File: src/rtl/ipg_pkg.sv
package ipg_pkg;
  localparam int LANE_BYTES = 4;
  localparam int LANE_W     = $clog2(LANE_BYTES);

  typedef logic [LANE_W-1:0] lane_t;

  typedef enum logic {
    MODE_LAN = 1'b0,
    MODE_WAN = 1'b1
  } gap_mode_e;
endpackage

File: src/rtl/ipg_cfg_decode.sv
module ipg_cfg_decode #(
  parameter int CFG_W   = 10,
  parameter int GAP_W   = 10,
  parameter int RATIO_W = 8,
  parameter int LAN_MIN = 8,
  parameter int LAN_MAX = 100,
  parameter int WAN_MIN = 4,
  parameter int WAN_MAX = 15
) (
  input  logic               clk_i,
  input  logic               rst_ni,
  input  logic [CFG_W-1:0]   cfg_i,
  output logic [GAP_W-1:0]   lan_gap_o,
  output logic [RATIO_W-1:0] wan_ratio_o
);
  localparam int RND_W = CFG_W + 1;

  logic [RND_W-1:0] rnd;
  logic [CFG_W-1:0] wsel;

  // round up to a multiple of four, then clamp
  assign rnd = ({1'b0, cfg_i} + RND_W'(3)) & ~RND_W'(3);

  always_comb begin
    if (rnd < RND_W'(LAN_MIN))      lan_gap_o = GAP_W'(LAN_MIN);
    else if (rnd > RND_W'(LAN_MAX)) lan_gap_o = GAP_W'(LAN_MAX);
    else                            lan_gap_o = GAP_W'(rnd);
  end

  always_comb begin
    if (cfg_i < CFG_W'(WAN_MIN))      wsel = CFG_W'(WAN_MIN);
    else if (cfg_i > CFG_W'(WAN_MAX)) wsel = CFG_W'(WAN_MAX);
    else                              wsel = cfg_i;
  end

  assign wan_ratio_o = RATIO_W'((wsel + CFG_W'(1)) << 3);

  AST_LAN_GAP_LEGAL: assert property (@(posedge clk_i) disable iff (!rst_ni)
    (lan_gap_o >= GAP_W'(LAN_MIN)) && (lan_gap_o <= GAP_W'(LAN_MAX)) && (lan_gap_o[1:0] == 2'b00));
  AST_WAN_RATIO_LEGAL: assert property (@(posedge clk_i) disable iff (!rst_ni)
    (wan_ratio_o >= RATIO_W'((WAN_MIN + 1) * 8)) && (wan_ratio_o <= RATIO_W'((WAN_MAX + 1) * 8))
    && (wan_ratio_o[2:0] == 3'b000));
endmodule

File: src/rtl/ipg_wan_stretch.sv
module ipg_wan_stretch #(
  parameter int RATIO_W = 8,
  parameter int OWED_W  = 8
) (
  input  logic               clk_i,
  input  logic               rst_ni,
  input  logic               wan_en_i,
  input  logic               beat_i,
  input  logic               eof_i,
  input  logic [2:0]         bytes_i,
  input  logic [RATIO_W-1:0] ratio_i,
  output logic [OWED_W-1:0]  owed_o
);
  localparam int SUM_W = RATIO_W + 1;

  logic [RATIO_W-1:0] acc_q, acc_n;
  logic [OWED_W-1:0]  owed_q;
  logic [SUM_W-1:0]   sum;
  logic               wrap;

  assign sum  = {1'b0, acc_q} + SUM_W'(bytes_i);
  assign wrap = wan_en_i && beat_i && (sum >= {1'b0, ratio_i});
  assign acc_n = wrap ? RATIO_W'(sum - {1'b0, ratio_i}) : RATIO_W'(sum);
  // saturating owed count, includes this beat's wrap
  assign owed_o = (wrap && (owed_q != '1)) ? owed_q + OWED_W'(1) : owed_q;

  always_ff @(posedge clk_i or negedge rst_ni) begin
    if (!rst_ni) begin
      acc_q  <= '0;
      owed_q <= '0;
    end else if (!wan_en_i) begin
      acc_q  <= '0;
      owed_q <= '0;
    end else if (beat_i) begin
      acc_q  <= acc_n;
      owed_q <= eof_i ? '0 : owed_o;
    end
  end

  AST_OWED_CLEARED: assert property (@(posedge clk_i) disable iff (!rst_ni)
    (beat_i && eof_i) |=> (owed_q == '0));
  AST_LAN_ACC_EMPTY: assert property (@(posedge clk_i) disable iff (!rst_ni)
    !wan_en_i |=> (acc_q == '0));
endmodule

File: src/rtl/ipg_dic_align.sv
module ipg_dic_align
  import ipg_pkg::*;
#(
  parameter int GAP_W = 10
) (
  input  logic             clk_i,
  input  logic             rst_ni,
  input  logic             eof_i,
  input  lane_t            last_lane_i,
  input  logic [GAP_W-1:0] gap_octets_i,
  output logic [GAP_W-1:0] idle_beats_o
);
  localparam int NEED_W = GAP_W + 1;
  localparam int TOT_W  = GAP_W + 3;

  logic [1:0]        dic_q;
  logic [NEED_W-1:0] need;
  logic [1:0]        rem;
  logic [2:0]        dsum;
  logic              fits;
  logic [TOT_W-1:0]  idle_bytes;

  // octets still owed after the tail lanes of the final beat
  assign need = {1'b0, gap_octets_i} - NEED_W'(lane_t'(LANE_BYTES - 1) - last_lane_i);
  assign rem  = need[1:0];
  assign dsum = {1'b0, dic_q} + {1'b0, rem};
  assign fits = !dsum[2];
  assign idle_beats_o = GAP_W'(need >> 2) + (fits ? GAP_W'(0) : GAP_W'(1));

  always_ff @(posedge clk_i or negedge rst_ni) begin
    if (!rst_ni)    dic_q <= 2'd0;
    else if (eof_i) dic_q <= dsum[1:0];
  end

  assign idle_bytes = TOT_W'(lane_t'(LANE_BYTES - 1) - last_lane_i) + (TOT_W'(idle_beats_o) << 2);

  AST_GAP_WITHIN_DIC: assert property (@(posedge clk_i) disable iff (!rst_ni)
    eof_i |-> ((idle_bytes + TOT_W'(3) >= TOT_W'(gap_octets_i)) &&
               (idle_bytes <= TOT_W'(gap_octets_i) + TOT_W'(3))));
endmodule

File: src/rtl/ipg_gap_ctrl.sv
module ipg_gap_ctrl
  import ipg_pkg::*;
#(
  parameter int CFG_W        = 10,
  parameter int GAP_W        = 10,
  parameter int RATIO_W      = 8,
  parameter int OWED_W       = 8,
  parameter int WAN_BASE_GAP = 12,
  parameter int LAN_MIN      = 8,
  parameter int LAN_MAX      = 100,
  parameter int WAN_MIN      = 4,
  parameter int WAN_MAX      = 15
) (
  input  logic             clk_i,
  input  logic             rst_ni,
  input  logic             tx_en_i,
  input  logic             wan_mode_i,
  input  logic [CFG_W-1:0] ipg_cfg_i,
  input  logic             beat_i,
  input  logic             last_i,
  input  logic [1:0]       last_lane_i,
  output logic             tx_permit_o
);
  gap_mode_e          mode;
  logic [GAP_W-1:0]   lan_gap, gap_octets, idle_beats, gap_q;
  logic [RATIO_W-1:0] wan_ratio;
  logic [OWED_W-1:0]  owed;
  logic [2:0]         beat_bytes;
  logic               in_frame_q, eof;

  assign mode       = wan_mode_i ? MODE_WAN : MODE_LAN;
  assign eof        = beat_i && last_i;
  assign beat_bytes = last_i ? ({1'b0, last_lane_i} + 3'd1) : 3'(LANE_BYTES);

  ipg_cfg_decode #(
    .CFG_W(CFG_W), .GAP_W(GAP_W), .RATIO_W(RATIO_W),
    .LAN_MIN(LAN_MIN), .LAN_MAX(LAN_MAX), .WAN_MIN(WAN_MIN), .WAN_MAX(WAN_MAX)
  ) u_decode (
    .clk_i(clk_i), .rst_ni(rst_ni), .cfg_i(ipg_cfg_i),
    .lan_gap_o(lan_gap), .wan_ratio_o(wan_ratio)
  );

  ipg_wan_stretch #(.RATIO_W(RATIO_W), .OWED_W(OWED_W)) u_stretch (
    .clk_i(clk_i), .rst_ni(rst_ni), .wan_en_i(mode == MODE_WAN),
    .beat_i(beat_i), .eof_i(eof), .bytes_i(beat_bytes),
    .ratio_i(wan_ratio), .owed_o(owed)
  );

  assign gap_octets = (mode == MODE_WAN) ? GAP_W'(WAN_BASE_GAP) + GAP_W'(owed) : lan_gap;

  ipg_dic_align #(.GAP_W(GAP_W)) u_dic (
    .clk_i(clk_i), .rst_ni(rst_ni), .eof_i(eof), .last_lane_i(last_lane_i),
    .gap_octets_i(gap_octets), .idle_beats_o(idle_beats)
  );

  always_ff @(posedge clk_i or negedge rst_ni) begin
    if (!rst_ni) begin
      in_frame_q <= 1'b0;
      gap_q      <= '0;
    end else begin
      if (beat_i) in_frame_q <= !last_i;
      if (eof)                 gap_q <= idle_beats;
      else if (gap_q != '0)    gap_q <= gap_q - GAP_W'(1);
    end
  end

  assign tx_permit_o = tx_en_i && !in_frame_q && (gap_q == '0);

  AST_GAP_AFTER_END: assert property (@(posedge clk_i) disable iff (!rst_ni)
    eof |=> !tx_permit_o);
  AST_GAP_COUNTDOWN: assert property (@(posedge clk_i) disable iff (!rst_ni)
    ((gap_q > GAP_W'(1)) && !eof) |=> !tx_permit_o);
  AST_BODY_BLOCKS: assert property (@(posedge clk_i) disable iff (!rst_ni)
    (beat_i && !last_i) |=> !tx_permit_o);
  AST_DISABLED_BLOCKS: assert property (@(posedge clk_i) disable iff (!rst_ni)
    !tx_en_i |-> !tx_permit_o);
endmodule

File: config.mk
export PLATFORM = sky130hd
export DESIGN_NAME = ipg_gap_ctrl
export DESIGN_NICKNAME = d
export VERILOG_FILES = /design/src/rtl/ipg_pkg.sv /design/src/rtl/ipg_cfg_decode.sv /design/src/rtl/ipg_wan_stretch.sv /design/src/rtl/ipg_dic_align.sv /design/src/rtl/ipg_gap_ctrl.sv
export SDC_FILE = /design/constraint.sdc
export NUM_CORES = 1
export LEC_CHECK = 0
export BUFFER_PORTS_ARGS = -buffer_cell sky130_fd_sc_hd__buf_4
export CAP_MARGIN = 20
export CORE_UTILIZATION = 50
export CTS_CLUSTER_DIAMETER = 40
export DETAILED_ROUTE_END_ITERATION = 6
export MAX_ROUTING_LAYER = met4
export PLACE_DENSITY_LB_ADDON = 0.15
export SETUP_SLACK_MARGIN = 0.5
export SLEW_MARGIN = 30
export SYNTH_ARGS = -nofsm -noshare
export SYNTH_HDL_FRONTEND = slang
export SYNTH_SLANG_ARGS = --single-unit
export TNS_END_PERCENT = 1
File: constraint.sdc
create_clock -name clk_i -period 4.9 [get_ports clk_i]
set_input_delay 0.98 -clock clk_i [delete_from_list [all_inputs] [get_ports clk_i]]
set_output_delay 0.98 -clock clk_i [all_outputs]
set_load 0.02 [all_outputs]
* Word level (Yosys, flattened, before mapping) *
Index checks and enable logic that the tools add are counted.

storage, ports and cells
  bits in registers = 29
  input bits = 18
  logic and storage cells = 52

operators by class
  $add $sub $neg = 12
  $lt $le $gt $ge = 5
  equality and inequality tests = 2
  multiplexer cells = 17
  reductions and logical operators = 11

operators with widths
  cell                                                  number
  two-way mux 8 bit                                     7
  two-way mux 10 bit                                    5
  adder 10 x 2 -> 11 bit (second input constant)        1
  > comparator 11 x 7 -> 1 bit (second input constant)  1
  < comparator 11 x 4 -> 1 bit (second input constant)  1
  subtractor 10 x 11 -> 11 bit                          1
  adder 9 x 10 -> 10 bit                                1
  > comparator 10 x 4 -> 1 bit (second input constant)  1
  logical NOT 10 bit                                    1
  < comparator 10 x 3 -> 1 bit (second input constant)  1
  two-way mux 5 bit                                     2
  nonzero test 10 bit                                   1
  subtractor 10 x 1 -> 10 bit (second input constant)   1
  adder 4 x 8 -> 9 bit (first input constant)           1
  adder 8 x 3 -> 9 bit                                  1
  greater-or-equal comparator 9 x 8 -> 1 bit            1
  adder 8 x 1 -> 8 bit (second input constant)          1
  inequality test 8 bit (second input constant)         1
  subtractor 8 bit                                      1
  logical AND 1 bit                                     6
  adder 5 x 1 -> 5 bit (second input constant)          1
  adder 2 x 1 -> 3 bit (second input constant)          1
  adder 2 x 2 -> 3 bit                                  1
  two-way mux 3 bit                                     1
  other kinds (5)                                       7

* Logic depth before layout (Yosys ltp) *
Gate-level depths: netlist of the first run.

  depth in word-level cells = 15
  mapped depth = 28

* By module *
A second synthesis of the first run with hierarchy kept.

second synthesis, totals
  cells, all modules = 422
  area, all modules = 3,443.3 sq um

modules (own cells, without submodules)
  module           times used  cells an instance  area each (sq um)  seq. area each (sq um)
  ipg_wan_stretch  1           187                1,597.8            400.4
  ipg_gap_ctrl     1           101                868.3              275.3
  ipg_dic_align    1           84                 661.9              50.0
  ipg_cfg_decode   1           50                 315.3              0.0

* Least setup slack after synthesis of the first run *
No wires, ideal clock.

  path type = input-to-reg
  from = in last_i
  to = reg gap_q[4]
  library setup time = 128 ps
  arrival time = 6,107 ps
  required time = 4,772 ps
  path slack = -1,335 ps
  stages on the path = 28
  cell sequence = clkbuf_1 inv_1 nor2_1 ha_1 inv_1 fa_1 nor2b_1 o21ai_0 xor2_1 inv_1 ha_1 and3_1 a31oi_4 nand3_1 and3_1 xor2_1 nand2_1 ha_1 fa_1 inv_1 fa_1 ha_1 ha_1 nand2_1 mux2_2 nor2_1 xnor2_1 o22ai_1

between the ends
  word-level cells in the longest chain between the ends = 13
  elaborated cells on any way between the ends = 15
  those cells by class = 5 x add/sub; 1 x order compare; 5 x mux; 4 x reduce/logical

RTL lines
  what                                        RTL line               RTL
  from (decl)                                 ipg_gap_ctrl.sv:20     input logic last_i,
  two-way mux 3 bit                           ipg_gap_ctrl.sv:33     assign beat_bytes = last_i ? ({1'b0, last_lane_i} + 3'd1) : 3'(LANE_BYTES);
  adder 8 x 3 -> 9 bit                        ipg_wan_stretch.sv:21  assign sum = {1'b0, acc_q} + SUM_W'(bytes_i);
  greater-or-equal comparator 9 x 8 -> 1 bit  ipg_wan_stretch.sv:22  assign wrap = wan_en_i && beat_i && (sum >= {1'b0, ratio_i});
  logical AND 1 bit                           ipg_wan_stretch.sv:22
  logical AND 1 bit                           ipg_wan_stretch.sv:25  assign owed_o = (wrap && (owed_q != '1)) ? owed_q + OWED_W'(1) : owed_q;
  two-way mux 8 bit                           ipg_wan_stretch.sv:25
  adder 4 x 8 -> 9 bit                        ipg_gap_ctrl.sv:49     assign gap_octets = (mode == MODE_WAN) ? GAP_W'(WAN_BASE_GAP) + GAP_W'(owed) : lan_gap;
  two-way mux 10 bit                          ipg_gap_ctrl.sv:49
  subtractor 10 x 11 -> 11 bit                ipg_dic_align.sv:24    assign need = {1'b0, gap_octets_i} - NEED_W'(lane_t'(LANE_BYTES - 1) - last_lane_i);
  adder 2 x 2 -> 3 bit                        ipg_dic_align.sv:26    assign dsum = {1'b0, dic_q} + {1'b0, rem};
  two-way mux 1 bit                           ipg_dic_align.sv:28    assign idle_beats_o = GAP_W'(need >> 2) + (fits ? GAP_W'(0) : GAP_W'(1));
  adder 9 x 10 -> 10 bit                      ipg_dic_align.sv:28
  two-way mux 10 bit                          ipg_gap_ctrl.sv:62     if (eof) gap_q <= idle_beats;
  to (signal assigned)                        ipg_gap_ctrl.sv:62
  to (signal assigned)                        ipg_gap_ctrl.sv:63     else if (gap_q != '0) gap_q <= gap_q - GAP_W'(1);
  to (decl)                                   ipg_gap_ctrl.sv:25     logic [GAP_W-1:0] lan_gap, gap_octets, idle_beats, gap_q;

Several ways; a longest one is shown, not always the timed one.
A chain may end at the register's enable or synchronous reset.

* Final worst setup path of the first run *
  from = in last_lane_i[0]
  to = reg gap_q[6]

between the ends
  word-level cells in the longest chain between the ends = 14
  elaborated cells on any way between the ends = 15
  those cells by class = 7 x add/sub; 1 x order compare; 5 x mux; 2 x reduce/logical

RTL lines
  what                                        RTL line               RTL
  from (decl)                                 ipg_gap_ctrl.sv:21     input logic [1:0] last_lane_i,
  adder 2 x 1 -> 3 bit                        ipg_gap_ctrl.sv:33
  two-way mux 3 bit                           ipg_gap_ctrl.sv:33
  adder 8 x 3 -> 9 bit                        ipg_wan_stretch.sv:21
  greater-or-equal comparator 9 x 8 -> 1 bit  ipg_wan_stretch.sv:22
  logical AND 1 bit                           ipg_wan_stretch.sv:22
  logical AND 1 bit                           ipg_wan_stretch.sv:25
  two-way mux 8 bit                           ipg_wan_stretch.sv:25
  adder 4 x 8 -> 9 bit                        ipg_gap_ctrl.sv:49
  two-way mux 10 bit                          ipg_gap_ctrl.sv:49
  subtractor 10 x 11 -> 11 bit (*)            ipg_dic_align.sv:24
  adder 2 x 2 -> 3 bit                        ipg_dic_align.sv:26
  two-way mux 1 bit                           ipg_dic_align.sv:28
  adder 9 x 10 -> 10 bit (*)                  ipg_dic_align.sv:28
  two-way mux 10 bit (*)                      ipg_gap_ctrl.sv:62

Every way passes the cells marked *; elsewhere a longest branch is shown, timed or not.

==> reports/results.tsv, run 1 <==
metric	value	unit
outcome	complete, but fails checks	
violated checks	setup timing	
Vias/cell	5.703	
Longest Clk Path Bufs	2	
pin count of the biggest net entering global routing	30	
share of synthesized flip-flops with an asynchronous set or reset	1.000	
depth of the most critical reg-to-reg path	23	
remaining antenna violation count	0	
Pwr Density	214.4	nW/um^2
VDD IR max	0.1982	mV
number of standard cells after synthesis	367	
final hold vios	0	
Hold Crit Start	u_dic.dic_q[0]	
Syn. warnings	0	
number of cells on the worst hold path	1	
number of cell rows	28	
clock-pin slew on the worst setup and hold paths	0.07	ns
worst setup margin	-0.5646	ns
number of global-route vias before repair	3050	
overall routing resource usage	0.2757	
final worst-path cycle share	1.115	
Seq cells post-synth	29	
antenna violations before repair	0	
number of maximum-capacitance constraint violations	0	
Critical Path Start	last_lane_i[0]	
area growth from synthesis to layout	37.42	%
flop2flop setup slack	-0.06	ns
multiplexer fraction of the synthesized cell area	0.03639	
total core area	5991	um^2
Data arrival, critical path	5.61	ns
library cell appearing most often on the critical path	sky130_fd_sc_hd__ha_4	
deepest level of the CTS H-tree	2	
die height	81.11	um
via count of the routed design	3074	
number of design rule violations left after detail routing	0	
Compound-Gate Fraction of Synth Area	0.2199	
crit path max-delay cell type	sky130_fd_sc_hd__or4_1	
final RePlAce weighted congestion	0.9412	
synthesized netlist net count	407	
DPL Wire Length	6.268	mm
adder-cell share of the synthesized area	0.09756	
TritonCTS buffer count	5	
Largest stage delay, worst path	0.54	ns
post-route core utilization	0.7178	
Post-Place Worst Slack	-1.096	ns
Routed WL per cell	15.32	um
highest fanout seen on the critical path	6	
capturing element type of the critical path	flip-flop	
wire length of the first global-routing pass	13.61	mm
capture instance of the worst register-to-register path	gap_q[6]	
sum of overflow across all layers after global routing	0	
final max-slew violation count	0	
total routed wirelength	8.258	mm
clock skew	0.01038	ns
maximum clock rate	183.0	MHz
effective utilization at floorplan	0.5223	
Root Buffer	sky130_fd_sc_hd__clkbuf_8	
leakage power	1.853	nW
transition at the pin with the smallest max-transition slack	0.5099	ns
combinational family with the most area after synthesis	simple AND/OR/NAND/NOR gates	
setup repair after global routing missed its margin	true	
count of clock tree sinks	29	
EDFF count, synth	0	
area enclosed by the die boundary	6579	um^2
number of input and output port buffers inserted	18	
Setup crit start kind	input port	
width of the chip	81.11	um
clock latency of the later-clocked register in the worst-skew pair	0.28	ns
worst hold path endpoint	u_dic.dic_q[0]	
xor and xnor area share after synthesis	0.1036	
post-synthesis sequential area ratio	0.2319	
ports placed on the boundary	19	
WP data required	5.05	ns
share of cells above drive strength 1	0.3987	
Diodes inserted	0	
type of the worst min-delay path	flip-flop to flip-flop	
number of detailed-route iterations in the first pass	4	
Post-Syn Area per Cell	8.527	um^2
netlist area before placement	3129	um^2
final net count	503	
number of endpoints failing setup at the final stage	10	
critical path class	input port to flip-flop	
Iter 0 DRT Violations	115	
launch point of the worst reg-to-reg path	u_stretch.acc_q[0]	
main flop type after synthesis	sky130_fd_sc_hd__dfrtp_1	
TritonCTS clock tree	built	
min Tclk post-route	5.465	ns
remaining max-slew budget at the tightest pin	0.6593	
Yosys cell types	70	
post-synthesis share of cell area spent on and, or, nand and nor gates	0.2515	
-- registers in the layout, summed over array words and instances, names as in the netlist --
signal	flops
u_stretch.owed_q	8
u_stretch.acc_q	8
gap_q	10
in_frame_q	1
u_dic.dic_q	2
-- worst max path at each step --
stage                    end  slack, ns
finish              gap_q[6]      -0.56
global route        gap_q[6]      -0.80
CTS                 gap_q[6]      -0.54
detailed placement  gap_q[6]      -1.10
global placement    gap_q[6]      -1.01
floorplan           gap_q[5]      -0.78
-- stage by stage --
stage               area, um^2  instances  setup TNS (ns)  power (mW)  hold slack [ns]
global route              4300        539          -6.751      0.9829           0.5407
finish                    4300        539          -4.286      0.9219           0.5279
global placement          3926        518          -7.809      0.6690           0.4981
CTS                       4212        535          -3.918      0.9174           0.5248
detailed placement        3926        518          -9.391      0.6819           0.5088
floorplan                 3258        367          -6.301      0.5660           0.4861
-- layer usage --
metal  part of all wire  track usage
met5                  0            -
met3              0.038      0.03258
met2               0.49       0.4672
met4              0.012      0.07857
met1               0.46       0.3444
-- layout by cell type (no fill, tap or decap), types with 4 or more instances in the layout --
| master | instances |
|---|---|
| sky130_fd_sc_hd__buf_4 | 101 |
| sky130_fd_sc_hd__nor2_1 | 35 |
| sky130_fd_sc_hd__dfrtp_1 | 29 |
| sky130_fd_sc_hd__inv_1 | 21 |
| sky130_fd_sc_hd__xnor2_1 | 21 |
| sky130_fd_sc_hd__a21oi_1 | 20 |
| sky130_fd_sc_hd__nand2_1 | 19 |
| sky130_fd_sc_hd__o21ai_0 | 11 |
| sky130_fd_sc_hd__nand3_1 | 11 |
| sky130_fd_sc_hd__nor3_1 | 10 |
| sky130_fd_sc_hd__ha_1 | 9 |
| sky130_fd_sc_hd__and2_1 | 8 |
| sky130_fd_sc_hd__mux2i_1 | 8 |
| sky130_fd_sc_hd__and3_1 | 7 |
| sky130_fd_sc_hd__xor2_1 | 7 |
| sky130_fd_sc_hd__ha_4 | 7 |
| sky130_fd_sc_hd__clkbuf_8 | 7 |
| sky130_fd_sc_hd__nand4_1 | 6 |
| sky130_fd_sc_hd__nand2_2 | 5 |
| sky130_fd_sc_hd__xnor2_2 | 5 |
| sky130_fd_sc_hd__o22ai_1 | 5 |
| sky130_fd_sc_hd__inv_2 | 4 |
| sky130_fd_sc_hd__a21o_1 | 4 |
| sky130_fd_sc_hd__xor2_2 | 4 |
| sky130_fd_sc_hd__or4_1 | 4 |
| sky130_fd_sc_hd__nor4_1 | 4 |
| sky130_fd_sc_hd__fa_2 | 4 |
-- power breakdown --
group	switching, mW	total [mW]	internal [mW]	leakage (nW)
Sequential	0.0409	0.325	0.284	0.380
Clock	0.0926	0.219	0.127	0.0542
Combinational	0.185	0.377	0.192	1.42
Total	0.318	0.922	0.603	1.85
-- cell type report --
| type | instances | area [um^2] |
|---|---|---|
| Sequential cell | 29 | 725.7 |
| Inverter | 26 | 97.59 |
| Timing Repair Buffer | 104 | 795.8 |
| Clock buffer | 7 | 96.34 |
| Clock inverter | 1 | 5.005 |
| Multi-Input combinational cell | 297 | 2486 |
| Fill cell | 456 | 1690 |
| Tap cell | 75 | 93.84 |
-- cells in the mapped netlist (5+ instances only) --
cell                        n  share of area
sky130_fd_sc_hd__and3_1     9          0.018
sky130_fd_sc_hd__nand2_1   23          0.028
sky130_fd_sc_hd__o22ai_1    5          0.010
sky130_fd_sc_hd__inv_1     25          0.030
sky130_fd_sc_hd__xor2_1    11          0.031
sky130_fd_sc_hd__a21oi_1   22          0.035
sky130_fd_sc_hd__mux2i_1    8          0.026
sky130_fd_sc_hd__o21ai_0   13          0.021
sky130_fd_sc_hd__clkbuf_1   7         0.0084
sky130_fd_sc_hd__xnor2_1   26          0.073
sky130_fd_sc_hd__nand4_1    6          0.012
sky130_fd_sc_hd__ha_1      18          0.072
sky130_fd_sc_hd__dfrtp_1   29           0.23
sky130_fd_sc_hd__and2_1     8          0.016
sky130_fd_sc_hd__nor3_1    10          0.016
sky130_fd_sc_hd__nand3_1   13          0.021
sky130_fd_sc_hd__nor2_1    36          0.043
-- cells by family after synthesis --
kind of cell / count (synthesis)
AND/OR/NAND/NOR: 140
multiplexers: 11
flip-flops: 29
AO/OA/AOI/OAI: 87
XOR/XNOR: 37
buffers and inverters: 41
adder cells (fa/ha/maj): 22
-- what timing repair did --
item,4_1_cts,5_1_grt
pin swaps,25,13
setup endpoints to repair,12,12
resized for setup,22,9
buffers inserted,9,4
hold buffers,0,0
-- critical path: cells and delay by family --
family | cells | cell delay (ns)
AOI/OAI and AO/OA | 8 | 1.29
xor gates and xnor gates | 4 | 0.81
adders and majority gates | 4 | 1.00
buffers and inverters | 3 | 0.36
muxes | 1 | 0.22
and+or+nand+nor | 5 | 0.93
(Power assumes the default switching activity.)
==> run 2: changes to the inputs <==
Settings changed: PLACE_DENSITY set to 0.72, PLACE_DENSITY_LB_ADDON 0.15 to unset.
==> run 2 against run 1 <==
  * The run still ends with setup timing left
  * Largest cell class unchanged
  * Setup slack lost 0.015 ns
  * Largest power group unchanged
  * Utilization is 1.9 points higher
  * Global-route usage is 0.53 points higher
==> reports/results.tsv, run 2 (same netlist as run 1, synthesis figures left out) <==
metric	value	unit
type of the worst min-delay path	flip-flop to flip-flop	
met3 Use GR	0.03483	
clock skew	0.008541	ns
Pwr Density	224.5	nW/um^2
TritonCTS buffer count	5	
VDD IR max	0.2115	mV
area enclosed by the die boundary	6579	um^2
most frequent standard cell in the layout excluding fill and tap cells	sky130_fd_sc_hd__buf_4	
share of cells above drive strength 1	0.4307	
die height	81.11	um
area of the multi-input gates	2595	um^2
global routing usage on met2	0.5143	
flop2flop setup slack	-0.04	ns
antenna violations before repair	0	
maximum clock rate	182.5	MHz
number of detailed-route iterations in the first pass	6	
Setup crit start kind	input port	
number of maximum-capacitance constraint violations	0	
routing layer with the top usage in global route	met2	
final max-slew violation count	0	
final cell count without fillers	537	
register name with the most flops	gap_q	
critical path class	input port to flip-flop	
Iter 0 DRT Violations	205	
aggregate negative setup slack	-4.110	ns
TritonCTS clock tree	built	
highest fanout seen on the critical path	3	
worst hold path endpoint	u_dic.dic_q[0]	
transition at the pin with the smallest max-transition slack	0.5208	ns
count of clock tree sinks	29	
Vias/cell	5.905	
GR Util met1	0.3016	
ports placed on the boundary	19	
overall routing resource usage	0.2810	
wire length of the first global-routing pass	13.69	mm
fill count	420	
final hold vios	0	
via count of the routed design	3171	
total routed wirelength	9.128	mm
min Tclk post-route	5.480	ns
worst setup margin	-0.5800	ns
number of cells on the worst hold path	1	
Cells after DPL	513	
largest registers	gap_q: 10 flops, u_stretch.acc_q: 8 flops, u_stretch.owed_q: 8 flops	
capture instance of the worst register-to-register path	gap_q[6]	
number of global-route vias before repair	3110	
clock latency of the later-clocked register in the worst-skew pair	0.29	ns
final hold slack	0.5192	ns
Routed WL per cell	17.00	um
capturing element type of the critical path	flip-flop	
setup repair after global routing missed its margin	true	
sum of overflow across all layers after global routing	0	
launch point of the worst reg-to-reg path	u_stretch.acc_q[0]	
clock-pin slew on the worst setup and hold paths	0.08	ns
violated checks	setup timing	
effective utilization at floorplan	0.5223	
remaining max-slew budget at the tightest pin	0.6501	
Data arrival, critical path	5.68	ns
area taken by flip-flops and latches	725.7	um^2
final net count	501	
post-layout power	0.9917	mW
WP data required	5.10	ns
outcome	complete, but fails checks	
remaining antenna violation count	0	
commonest cells after routing, fill and taps aside	sky130_fd_sc_hd__buf_4, sky130_fd_sc_hd__nor2_1, sky130_fd_sc_hd__dfrtp_1, sky130_fd_sc_hd__inv_1	
area growth from synthesis to layout	41.14	%
pin count of the biggest net entering global routing	30	
DPL Wire Length	6.051	mm
Hold Crit Start	u_dic.dic_q[0]	
number of input and output port buffers inserted	18	
Diodes inserted	0	
final RePlAce weighted congestion	0.8858	
deepest level of the CTS H-tree	2	
Post-CTS Hold Buffers	0	
max FFs per register	10	
number of cell rows	28	
Longest Clk Path Bufs	2	
width of the chip	81.11	um
Root Buffer	sky130_fd_sc_hd__clkbuf_8	
Post-Place Worst Slack	-1.022	ns
number of design rule violations left after detail routing	0	
leakage power	1.880	nW
depth of the most critical reg-to-reg path	24	
final worst-path cycle share	1.118	
number of endpoints failing setup at the final stage	10	
total core area	5991	um^2
run 2: final cells by class:
cell class | instances | share of cell area
sequential | 29 | 0.1643
timing repair buffer | 102 | 0.1776
multi-input combinational | 297 | 0.5875
clock inverter | 2 | 0.008499
clock buffer | 6 | 0.01870
inverter | 26 | 0.02210
tap | 75 | 0.02125
run 2: how the worst max path moves through the flow:
stage | startpoint | endpoint | slack (ns) | cells past startpoint
finish | last_lane_i[0] | gap_q[6] | -0.58 | 26
global route | last_lane_i[0] | gap_q[6] | -0.79 | 26
CTS | last_lane_i[0] | gap_q[4] | -0.56 | 27
detailed placement | last_lane_i[0] | gap_q[6] | -1.02 | 27
global placement | last_lane_i[0] | gap_q[4] | -0.84 | 28
floorplan | last_i | gap_q[5] | -0.78 | 27
run 2: where the power goes:
part	switching [mW]	internal (mW)	total, mW	leakage [nW]
combinational	0.193	0.196	0.389	1.44
clock	0.111	0.165	0.276	0.0574
sequential	0.0426	0.284	0.327	0.380
total	0.347	0.645	0.992	1.88
run 2: worst max-delay path, stage by stage:
cell,delay [ns]
sky130_fd_sc_hd__buf_8,0.10
sky130_fd_sc_hd__ha_4,0.26
sky130_fd_sc_hd__nand2_4,0.05
sky130_fd_sc_hd__buf_6,0.11
sky130_fd_sc_hd__fa_2,0.36
sky130_fd_sc_hd__nor2b_4,0.17
sky130_fd_sc_hd__o21ai_4,0.08
sky130_fd_sc_hd__xor2_2,0.27
sky130_fd_sc_hd__inv_2,0.08
sky130_fd_sc_hd__ha_4,0.24
sky130_fd_sc_hd__and3_4,0.15
sky130_fd_sc_hd__a31oi_4,0.18
sky130_fd_sc_hd__nand3_2,0.10
sky130_fd_sc_hd__and3_4,0.23
sky130_fd_sc_hd__mux2i_2,0.23
sky130_fd_sc_hd__nand2b_4,0.18
sky130_fd_sc_hd__buf_6,0.09
sky130_fd_sc_hd__fa_2,0.22
sky130_fd_sc_hd__inv_1,0.07
sky130_fd_sc_hd__nor3b_2,0.21
sky130_fd_sc_hd__and2_4,0.20
sky130_fd_sc_hd__inv_1,0.07
sky130_fd_sc_hd__or4_4,0.56
sky130_fd_sc_hd__a21boi_1,0.17
sky130_fd_sc_hd__xor2_1,0.16
sky130_fd_sc_hd__o22ai_1,0.16
run 2: per-layer routing:
layer,vias to the layer above,routed length [um]
li1,1506,-
met1,1515,3674
met2,117,4868
met3,33,380
met4,0,205
met5,-,0
run 2: per-stage QoR:
step,utilization,area (um^2)
3_5_place_dp,0.6491,3889
5_1_grt,0.7373,4417
3_3_place_gp,0.6491,3889
6_report,0.7373,4417
2_1_floorplan,-,3258
4_1_cts,0.6961,4170
run 2: what timing repair did:
item	in CTS	in global routing
gates cloned	0	0
pin swaps	23	32
setup buffers	7	9
setup endpoints to repair	12	12
gates resized for setup	21	33
endpoints found under the hold margin	0	0
